**config.mk**
```make
export PLATFORM = sky130hd
export DESIGN_NAME = portsc_port_reg
export DESIGN_NICKNAME = d
export VERILOG_FILES = /design/src/rtl/portsc_pkg.sv /design/src/rtl/portsc_edge.sv /design/src/rtl/portsc_chg.sv /design/src/rtl/portsc_link.sv /design/src/rtl/portsc_port_reg.sv
export SDC_FILE = /design/constraint.sdc
export NUM_CORES = 1
export LEC_CHECK = 0
export ABC_AREA = 1
export BUFFER_PORTS_ARGS = -buffer_cell sky130_fd_sc_hd__buf_4
export CORE_MARGIN = 2
export CORE_UTILIZATION = 25
export CTS_CLUSTER_SIZE = 30
export DETAILED_ROUTE_END_ITERATION = 6
export GPL_ROUTABILITY_DRIVEN = 0
export PLACE_DENSITY = 0.49
export SETUP_SLACK_MARGIN = 0.15
export SLEW_MARGIN = 20
export SYNTH_ARGS = -nofsm -noshare
export SYNTH_HDL_FRONTEND = slang
export SYNTH_HIERARCHICAL = 1
export SYNTH_SLANG_ARGS = --single-unit
```
**constraint.sdc**
```tcl
create_clock -name clk -period 4.8 [get_ports clk]
set_clock_uncertainty 0.2 [all_clocks]
set_input_delay 0.96 -clock clk [delete_from_list [all_inputs] [get_ports clk]]
set_output_delay 0.96 -clock clk [all_outputs]
set_load 0.05 [all_outputs]
```
**src/rtl/portsc_pkg.sv**
```systemverilog
package portsc_pkg;
  localparam int REG_W     = 32;
  localparam int LINK_W    = 4;
  localparam int SPD_W     = 4;
  localparam int IND_W     = 2;
  localparam int WAKE_W    = 3;
  localparam int CHG_N     = 7;

  // bit positions: the software view depends on these
  localparam int B_CONN    = 0;
  localparam int B_EN      = 1;
  localparam int B_OC      = 3;
  localparam int B_RST     = 4;
  localparam int B_LINK_LO = 5;
  localparam int B_PWR     = 9;
  localparam int B_SPD_LO  = 10;
  localparam int B_IND_LO  = 14;
  localparam int B_STRB    = 16;
  localparam int B_CHG_LO  = 17;
  localparam int B_WAKE_LO = 25;
  localparam int B_REMOV   = 30;

  // change-flag indices (flag i lives at bit B_CHG_LO + i)
  localparam int C_CONN = 0;
  localparam int C_EN   = 1;
  localparam int C_WARM = 2;
  localparam int C_OC   = 3;
  localparam int C_RST  = 4;
  localparam int C_LINK = 5;
  localparam int C_CFG  = 6;

  localparam logic [LINK_W-1:0] LS_U0     = 4'd0;
  localparam logic [LINK_W-1:0] LS_U3     = 4'd3;
  localparam logic [LINK_W-1:0] LS_RESUME = 4'd15;

  typedef struct packed {
    logic [WAKE_W-1:0] wake;
    logic [IND_W-1:0]  ind;
    logic              pwr;
  } rw_state_t;
endpackage

```
**src/rtl/portsc_edge.sv**
```systemverilog
module portsc_edge #(
  parameter int N = 2
) (
  input  logic         clk,
  input  logic         rst_n,
  input  logic [N-1:0] d,
  output logic [N-1:0] q,
  output logic [N-1:0] rise,
  output logic [N-1:0] fall
);
  logic [N-1:0] q_r;

  always_ff @(posedge clk or negedge rst_n) begin
    if (!rst_n) q_r <= '0;
    else        q_r <= d;
  end

  always_comb begin
    rise = d & ~q_r;
    fall = ~d & q_r;
  end

  assign q = q_r;
endmodule

```
**src/rtl/portsc_chg.sv**
```systemverilog
module portsc_chg #(
  parameter int N = 7
) (
  input  logic         clk,
  input  logic         rst_n,
  input  logic [N-1:0] set,
  input  logic [N-1:0] clr,
  output logic [N-1:0] flags
);
  logic [N-1:0] q_r;
  logic [N-1:0] q_d;

  for (genvar i = 0; i < N; i++) begin : g_flag
    // hardware set outranks a software clear in the same cycle
    always_comb q_d[i] = set[i] | (q_r[i] & ~clr[i]);

    always_ff @(posedge clk or negedge rst_n) begin
      if (!rst_n) q_r[i] <= 1'b0;
      else        q_r[i] <= q_d[i];
    end

    // an event is never lost, whatever software writes alongside it
    p_set_sticks_r6: assert property (@(posedge clk) disable iff (!rst_n)
      set[i] |=> q_r[i]);
  end

  assign flags = q_r;
endmodule

```
**src/rtl/portsc_link.sv**
```systemverilog
module portsc_link #(
  parameter int W = 4
) (
  input  logic         clk,
  input  logic         rst_n,
  input  logic         sw_load,
  input  logic [W-1:0] sw_val,
  input  logic         hw_evt,
  input  logic [W-1:0] hw_val,
  output logic [W-1:0] state,
  output logic         req
);
  logic [W-1:0] st_q, st_d;
  logic         req_q;

  always_comb begin
    st_d = st_q;
    if (hw_evt)       st_d = hw_val;
    else if (sw_load) st_d = sw_val;
  end

  always_ff @(posedge clk or negedge rst_n) begin
    if (!rst_n) begin
      st_q  <= '0;
      req_q <= 1'b0;
    end else begin
      st_q  <= st_d;
      req_q <= sw_load;
    end
  end

  // the field moves only on a strobed write or a hardware transition
  p_link_hold_r7: assert property (@(posedge clk) disable iff (!rst_n)
    (!sw_load && !hw_evt) |=> $stable(st_q));

  assign state = st_q;
  assign req   = req_q;
endmodule

```
**src/rtl/portsc_port_reg.sv**
```systemverilog
module portsc_port_reg
  import portsc_pkg::*;
#(
  parameter int                ADDR_W   = 8,
  parameter logic [ADDR_W-1:0] REG_ADDR = 'h20
) (
  input  logic              clk,
  input  logic              rst_n,
  input  logic [ADDR_W-1:0] bus_addr,
  input  logic [REG_W-1:0]  bus_wdata,
  input  logic              bus_wr,
  input  logic              bus_rd,
  output logic [REG_W-1:0]  bus_rdata,
  input  logic              hw_connect,
  input  logic              hw_overcurrent,
  input  logic [SPD_W-1:0]  hw_speed,
  input  logic              hw_removable,
  input  logic              hw_reset_done,
  input  logic              hw_enable_fault,
  input  logic              hw_warm_done,
  input  logic              hw_cfg_err,
  input  logic              hw_link_evt,
  input  logic [LINK_W-1:0] hw_link_state,
  output logic              port_power_o,
  output logic              port_reset_o,
  output logic [LINK_W-1:0] link_state_o,
  output logic              link_req_o
);
  // reset: asserted asynchronously, released on a clock edge
  logic rst_meta, rst_sync_n;
  always_ff @(posedge clk or negedge rst_n) begin
    if (!rst_n) begin
      rst_meta   <= 1'b0;
      rst_sync_n <= 1'b0;
    end else begin
      rst_meta   <= 1'b1;
      rst_sync_n <= rst_meta;
    end
  end

  logic wr_hit, rd_hit;
  assign wr_hit = bus_wr && (bus_addr == REG_ADDR);
  assign rd_hit = bus_rd && (bus_addr == REG_ADDR);

  // status levels with edge detection (index 0 connect, 1 over-current)
  logic [1:0] lvl_q, lvl_rise, lvl_fall;
  portsc_edge #(.N(2)) u_edge (
    .clk(clk), .rst_n(rst_sync_n), .d({hw_overcurrent, hw_connect}),
    .q(lvl_q), .rise(lvl_rise), .fall(lvl_fall)
  );

  logic [SPD_W-1:0] spd_q;
  logic             remov_q;
  logic             en_q, en_d;
  logic             rst_q, rst_d;
  rw_state_t        rw_q, rw_d;
  logic             rst_done_hit;

  assign rst_done_hit = hw_reset_done && rst_q;

  // change flags
  logic [CHG_N-1:0] chg_set, chg_clr, chg_q;
  always_comb begin
    chg_set         = '0;
    chg_set[C_CONN] = lvl_rise[0] | lvl_fall[0];
    chg_set[C_EN]   = hw_enable_fault;
    chg_set[C_WARM] = hw_warm_done;
    chg_set[C_OC]   = lvl_rise[1];
    chg_set[C_RST]  = rst_done_hit;
    chg_set[C_LINK] = hw_link_evt;
    chg_set[C_CFG]  = hw_cfg_err;
    chg_clr         = wr_hit ? bus_wdata[B_CHG_LO +: CHG_N] : '0;
  end

  portsc_chg #(.N(CHG_N)) u_chg (
    .clk(clk), .rst_n(rst_sync_n), .set(chg_set), .clr(chg_clr), .flags(chg_q)
  );

  // link-state field
  logic [LINK_W-1:0] link_q;
  logic              link_req;
  portsc_link #(.W(LINK_W)) u_link (
    .clk(clk), .rst_n(rst_sync_n),
    .sw_load(wr_hit && bus_wdata[B_STRB]),
    .sw_val(bus_wdata[B_LINK_LO +: LINK_W]),
    .hw_evt(hw_link_evt), .hw_val(hw_link_state),
    .state(link_q), .req(link_req)
  );

  // next state of the local fields
  always_comb begin
    en_d  = (en_q & ~(wr_hit & bus_wdata[B_EN]) & ~lvl_fall[0] & ~hw_enable_fault)
            | rst_done_hit;
    rst_d = (rst_q & ~rst_done_hit) | (wr_hit & bus_wdata[B_RST]);
    rw_d  = rw_q;
    if (wr_hit) begin
      rw_d.wake = bus_wdata[B_WAKE_LO +: WAKE_W];
      rw_d.ind  = bus_wdata[B_IND_LO +: IND_W];
      rw_d.pwr  = bus_wdata[B_PWR];
    end
  end

  always_ff @(posedge clk or negedge rst_sync_n) begin
    if (!rst_sync_n) begin
      spd_q   <= '0;
      remov_q <= 1'b0;
      en_q    <= 1'b0;
      rst_q   <= 1'b0;
      rw_q    <= '0;
    end else begin
      spd_q   <= hw_speed;
      remov_q <= hw_removable;
      en_q    <= en_d;
      rst_q   <= rst_d;
      rw_q    <= rw_d;
    end
  end

  // software view; strobe and reserved positions stay zero
  logic [REG_W-1:0] view, rdata_d, rdata_q;
  always_comb begin
    view                          = '0;
    view[B_CONN]                  = lvl_q[0];
    view[B_EN]                    = en_q;
    view[B_OC]                    = lvl_q[1];
    view[B_RST]                   = rst_q;
    view[B_LINK_LO +: LINK_W]     = link_q;
    view[B_PWR]                   = rw_q.pwr;
    view[B_SPD_LO +: SPD_W]       = spd_q;
    view[B_IND_LO +: IND_W]       = rw_q.ind;
    view[B_CHG_LO +: CHG_N]       = chg_q;
    view[B_WAKE_LO +: WAKE_W]     = rw_q.wake;
    view[B_REMOV]                 = remov_q;
    rdata_d                       = rd_hit ? view : '0;
  end

  always_ff @(posedge clk or negedge rst_sync_n) begin
    if (!rst_sync_n) rdata_q <= '0;
    else             rdata_q <= rdata_d;
  end

  logic unused_wdata;
  assign unused_wdata = ^{bus_wdata[31:28], bus_wdata[24], bus_wdata[13:10],
                          bus_wdata[3:2], bus_wdata[0]};

  assign bus_rdata    = rdata_q;
  assign port_power_o = rw_q.pwr;
  assign port_reset_o = rst_q;
  assign link_state_o = link_q;
  assign link_req_o   = link_req;

  // a write of 1 to the reset bit is not lost unless completion arrives
  p_reset_w1s_r4: assert property (@(posedge clk) disable iff (!rst_sync_n)
    (wr_hit && bus_wdata[B_RST]) |=> port_reset_o);

  // enable only rises through a completed reset
  p_enable_src_r11: assert property (@(posedge clk) disable iff (!rst_sync_n)
    $rose(en_q) |-> $past(hw_reset_done && port_reset_o));

  // any change of the connect level raises the connect change flag
  p_conn_chg_r10: assert property (@(posedge clk) disable iff (!rst_sync_n)
    (hw_connect != lvl_q[0]) |=> chg_q[C_CONN]);

  // only the hardware raises the link change flag
  p_plc_hw_only_r12: assert property (@(posedge clk) disable iff (!rst_sync_n)
    (!hw_link_evt && !chg_q[C_LINK]) |=> !chg_q[C_LINK]);

  // every request pulse follows a strobed write
  p_link_req_r7: assert property (@(posedge clk) disable iff (!rst_sync_n)
    link_req_o |-> $past(wr_hit && bus_wdata[B_STRB]));
endmodule

```
==> results.md, run 1 <==
- # H-tree levels: 2
- CTS sink cnt: 55
- max-slew violation count: 0
- post-CTS setup buffer count: 0
- gr ovfl total: 0
- largest vdd supply drop: 0.000124 V
- layout cell share with drive strength beyond 1: 41.6%
- Hold WC Path Type: flip-flop to asynchronous set/reset pin
- hold violation count in the final report: 0
- initial antenna violation count: 0
- wire length of the first global-routing pass: 7.28 mm
- vias in the first global route: 1521
- total routing usage reported by global routing: 9.43%
- Fin Hold WS: 0.0162 ns
- achievable frequency: 440 MHz
- Worst Setup Start Kind: primary input
- routed wire length per instance: 10.8 um
- die area: 10100 um2
- critical register-to-register path startpoint: rst_sync_n$_DFF_PN0_
- clock tree from TritonCTS: built
- post-synthesis cell area: 2330 um2
- clock latency of the later-clocked register in the worst-skew pair: 0.30 ns
- total wire length: 4.54 mm
- post-cts hold buffer count: 0
- PostCTS Resize Cnt: 0
- count of unresolved DRC violations after routing: 0
- switching power as a share of total power: 24.8%
- PnR worst setup slack: 2.53 ns
- unrepaired setup endpoints after global routing: no
- total vias in the final route: 1573
- count of endpoints failing setup in the final report: 0
- detailed-routing iteration count for the pre-antenna-repair pass: 4
- maximum number of buffers from clock root to sink: 2
- clock transition at the registers of the reported paths: 0.09 ns
- number of nets at the end of the flow: 367
- IO buf count: 80
- largest net degree at the start of global routing: 35
- number of vias per cell after detailed routing: 3.75
- Critical Path Fanout Max: 14
- Synth Warn #: 6
- minimum period implied by the final worst setup slack: 2.27 ns
- crit path from: bus_addr[3]
- required time of the worst setup path: 4.80 ns
- fraction of power consumed by sequential logic: 56.4%
- number of inserted filler cells in the final layout: 976
- combinational fraction of design power: 10.7%
- P per Cell Area: 276 nW/um2
- power share of the clock group: 32.8%
- starting density of the core: 25.4%
- number of nets with antenna violations after detailed routing: 0
- horizontal extent of the die: 100 um
- max-cap check violation count: 0
- I/O pin count: 99
- Detailed Route Iter0 Violations: 32
- number of instances in the synthesized netlist: 224
- TNS Setup: 0 ns
- std cell rows: 35
- Synth-to-Final Area Change: 32.9%
- sw power: 0.212 mW
- clock root buffer master: sky130_fd_sc_hd__clkbuf_8
- HPWL Detailed: 3.20 mm
- sort of element at the end of the critical path: flip-flop
- total CTS buffers: 5
- final critical-path share of the clock period: 47.4%
- placeable core area: 9150 um2
- leakage dissipation: 1.71 nW
- critical setup path kind: primary input to flip-flop
- mean instance size in the synthesized netlist: 10.4 um2
- number of diodes added for antenna fixing: 0
- Data arrival, critical path: 2.27 ns
- cell internal power dissipation: 0.642 mW
- worst setup timing slack at the placement stage: 2.16 ns
- die height: 100 um
- run status: completed
## power by group through the flow
| stage | clock (mW) | sequential, mW | combinational, mW |
|---|---|---|---|
| floorplan | 0 | 0.506 | 0.0368 |
| global placement | 0 | 0.492 | 0.0927 |
| detailed placement | 0 | 0.492 | 0.0936 |
| CTS | 0.294 | 0.483 | 0.0939 |
| global route | 0.316 | 0.485 | 0.100 |
| finish | 0.280 | 0.482 | 0.0918 |
## stage by stage
stage               cells  area (um2)  power [mW]  utilization [%]
global placement      411        2990       0.584             32.7
detailed placement    411        2990       0.586             32.7
global route          419        3090       0.901             33.8
finish                419        3090       0.854             33.8
CTS                   419        3090       0.871             33.8
floorplan             229        2350       0.543                -
## final cells by class
type,instances,area (um2),share of cell area (%)
multi-input cells,110,666,21.5
repair buffers,81,608,19.7
clock buffers,8,100,3.24
inverters,54,203,6.55
well taps,111,139,4.49
flip-flops and latches,55,1380,44.5
## cell usage in the layout, fill, tap and decap left out
master / n
sky130_fd_sc_hd__clkbuf_1: 1
sky130_fd_sc_hd__nand2_2: 4
sky130_fd_sc_hd__nor2_4: 20
sky130_fd_sc_hd__nor2_8: 1
sky130_fd_sc_hd__o21ai_0: 1
sky130_fd_sc_hd__nand2_8: 1
sky130_fd_sc_hd__buf_4: 81
sky130_fd_sc_hd__clkbuf_8: 7
sky130_fd_sc_hd__nor2_2: 11
sky130_fd_sc_hd__inv_1: 54
sky130_fd_sc_hd__nor2_1: 11
sky130_fd_sc_hd__nand3_1: 16
sky130_fd_sc_hd__nand2_4: 1
sky130_fd_sc_hd__or2_2: 1
sky130_fd_sc_hd__nor3_1: 1
sky130_fd_sc_hd__dfrtp_2: 1
sky130_fd_sc_hd__nand2_1: 35
sky130_fd_sc_hd__conb_1: 7
sky130_fd_sc_hd__dfrtp_1: 54
## flip-flops by register name (all words and copies together) (netlist names)
register	count
bus_rdata	26
u_chg/flags	7
rw_q	5
spd_q	4
u_link/state	4
u_edge/q	2
en_q	1
port_power_o	1
port_reset_o	1
remov_q	1
rst_meta	1
rst_sync_n	1
u_link/req	1
## worst max-delay path: stages
cell and delay [ns]:
sky130_fd_sc_hd__buf_4 0.11, sky130_fd_sc_hd__nor2_2 0.10, sky130_fd_sc_hd__nand2_2 0.09, sky130_fd_sc_hd__nor2_8 0.24
sky130_fd_sc_hd__nand2_4 0.21, sky130_fd_sc_hd__nor2_2 0.27, sky130_fd_sc_hd__nor2_1 0.13, sky130_fd_sc_hd__nand2_1 0.09
sky130_fd_sc_hd__nand3_1 0.06
## per-layer routing
metal / track usage, % / wire length, um / share of wire (%) / up-vias
met2: 14.7 / 2190 / 48 / 52
met4: 2.85 / 52 / 1.1 / 0
met5: 0 / 0 / 0 / -
li1: - / - / - / 788
met1: 12.4 / 1970 / 44 / 728
met3: 3.26 / 322 / 7.1 / 5
## final timing paths
| path | to | slack [ns] | depth (start not counted) |
|---|---|---|---|
| max reg2reg | bus_rdata[20]$_DFF_PN0_ | 3.58 | 1 |
| min reg2reg | spd_q[1]$_DFF_PN0_ | 0.02 | 0 |
| min in group clk | rst_sync_n$_DFF_PN0_ | 0.16 | 0 |
| max in group asynchronous | bus_rdata[20]$_DFF_PN0_ | 3.58 | 1 |
| max | u_link/state[1]$_DFFE_PN0P_ | 2.53 | 9 |
| min | spd_q[1]$_DFF_PN0_ | 0.02 | 0 |
(Power assumes the default switching activity.)
==> run 2, diff against run 1 <==
==> constraint.sdc (replaced) <==
create_clock -name clk -period 2.3 [get_ports clk]
set_clock_uncertainty 0.2 [all_clocks]
set_input_delay 0.46 -clock clk [delete_from_list [all_inputs] [get_ports clk]]
set_output_delay 0.46 -clock clk [all_outputs]
set_load 0.05 [all_outputs]
==> run 2 against run 1 <==
  * Clock-buffer cell count shrank 3
  * Sequential cell count unchanged
  * Non-clock buffer count up 3
  * First-iteration DRC count down 38%
  * Wire length grew 1.0%
  * Utilization is 0.23 points higher
  * Die area did not move
  * Register-to-register slack got worse by 2.5 ns
  * Sequential share of layout area down 0.30 points
  * Critical endpoint is now link_state_o[3]
==> results.md, run 2 (synthesized netlist as in run 1, its figures left out) <==
- leading cell types in the layout, fill and taps excluded: 82 x sky130_fd_sc_hd__buf_4, 54 x sky130_fd_sc_hd__inv_1, 54 x sky130_fd_sc_hd__dfrtp_1, 35 x sky130_fd_sc_hd__nand2_1, 20 x sky130_fd_sc_hd__nor2_4
- # H-tree levels: 2
- achievable frequency: 636 MHz
- family of cells with the greatest summed delay on the critical path: flip-flops
- unrepaired setup endpoints after global routing: no
- detailed-routing iteration count for the pre-antenna-repair pass: 4
- total wire length: 4.58 mm
- number of diodes added for antenna fixing: 0
- Data arrival, critical path: 0.91 ns
- IO buf count: 80
- crit path from: u_link/state[3]$_DFFE_PN0P_
- clock tree from TritonCTS: built
- initial antenna violation count: 0
- worst setup timing slack at the placement stage: 0.454 ns
- number of nets with antenna violations after detailed routing: 0
- TNS Setup: 0 ns
- maximum number of buffers from clock root to sink: 2
- critical setup path kind: flip-flop to output pin
- number of nets at the end of the flow: 370
- leakage dissipation: 1.72 nW
- largest net degree at the start of global routing: 35
- CTS sink cnt: 55
- largest vdd supply drop: 0.000222 V
- Critical Path Fanout Max: 3
- total CTS buffers: 5
- PnR worst setup slack: 0.727 ns
- clock transition at the registers of the reported paths: 0.10 ns
- Finished Cell Area: 3110 um2
- Worst Setup Start Kind: flip-flop
- hold violation count in the final report: 0
- sort of element at the end of the critical path: output pin
- required time of the worst setup path: 1.64 ns
- die height: 100 um
- Critical path buffers and inverters: 1
- HPWL Detailed: 3.35 mm
- final critical-path share of the clock period: 68.4%
- starting density of the core: 25.4%
- Largest register FFs: 26
- clock root buffer master: sky130_fd_sc_hd__clkbuf_8
- number of inserted filler cells in the final layout: 960
- critical path cell sequence: buf_4
- longest individual stage delay on the worst path: 0.41 ns
- gr ovfl total: 0
- routed wire length per instance: 10.9 um
- total power consumption of the routed design: 1.73 mW
- die area: 10100 um2
- Detailed Route Iter0 Violations: 20
- Non-Filler Instances: 422
- clock latency of the later-clocked register in the worst-skew pair: 0.30 ns
- P per Cell Area: 554 nW/um2
- std cell rows: 35
- max-slew violation count: 0
- run status: completed
- total vias in the final route: 1599
- max-cap check violation count: 0
- minimum period implied by the final worst setup slack: 1.57 ns
- layout cell share with drive strength beyond 1: 42.1%
- Synth-to-Final Area Change: 33.8%
- wire length of the first global-routing pass: 7.53 mm
- count of endpoints failing setup in the final report: 0
- cell area reported after detailed placement: 3020 um2
- post-CTS setup buffer count: 0
- I/O pin count: 99
- total routing usage reported by global routing: 9.66%
- number of vias per cell after detailed routing: 3.79
- Inst Count DP: 413
- horizontal extent of the die: 100 um
- critical register-to-register path startpoint: u_edge/q[0]$_DFF_PN0_
- count of unresolved DRC violations after routing: 0
- Hold WC Path Type: flip-flop to asynchronous set/reset pin
- vias in the first global route: 1607
- master of the slowest instance on the critical path: sky130_fd_sc_hd__dfrtp_1
- leading cell type in the layout, fill and taps excluded: sky130_fd_sc_hd__buf_4
- placeable core area: 9150 um2
-- run 2: cell count changes in the layout (fill, tap and decap cells not counted) --
cell | previous run | this run
sky130_fd_sc_hd__clkbuf_1 | 1 | 0
sky130_fd_sc_hd__clkinv_2 | 0 | 3
sky130_fd_sc_hd__dlygate4sd3_1 | 0 | 1
sky130_fd_sc_hd__buf_12 | 0 | 1
sky130_fd_sc_hd__buf_4 | 81 | 82
sky130_fd_sc_hd__clkbuf_8 | 7 | 5
-- run 2: through the flow --
step	hold WS [ns]	util, %
after floorplan	-0.0356	-
after global placement	0.0405	33.0
after detailed placement	0.0453	33.0
after global routing	0.0305	34.0
after CTS	0.0397	34.0
final	0.0341	34.0
-- run 2: final cells by class --
type	count	area (um2)	share of cell area [%]
flip-flops and latches	55	1380	44.2
multi-input cells	110	666	21.4
repair buffers	84	646	20.7
inverters	54	203	6.51
well taps	111	139	4.46
clock buffers	5	68.8	2.21
clock inverters	3	15.0	0.482
-- run 2: final timing paths --
| check | to | cells after the start | slack [ns] |
|---|---|---|---|
| max | link_state_o[3] | 1 | 0.73 |
| min | bus_rdata[11]$_DFF_PN0_ | 0 | 0.03 |
| max reg2reg | u_chg/flags[0]$_DFF_PN0_ | 5 | 1.12 |
| min reg2reg | bus_rdata[11]$_DFF_PN0_ | 0 | 0.03 |
| max in group asynchronous | u_chg/flags[4]$_DFF_PN0_ | 1 | 1.32 |
| min in group clk | remov_q$_DFF_PN0_ | 1 | 0.06 |
-- run 2: repair_timing --
item	4_1_cts	5_1_grt
gates resized for setup	0	0
endpoints found under the hold margin	2	0
hold buffers	1	0
-- run 2: per-layer routing --
metal	part of all wire (%)	GRT usage, %
met5	0	0
met1	44	12.1
met3	6.1	2.91
met2	50	16.1
met4	0.59	2.85
-- run 2: power breakdown --
part | internal (mW) | switching, mW
combinational | 0.0806 | 0.114
sequential | 0.988 | 0.0192
clock | 0.210 | 0.314
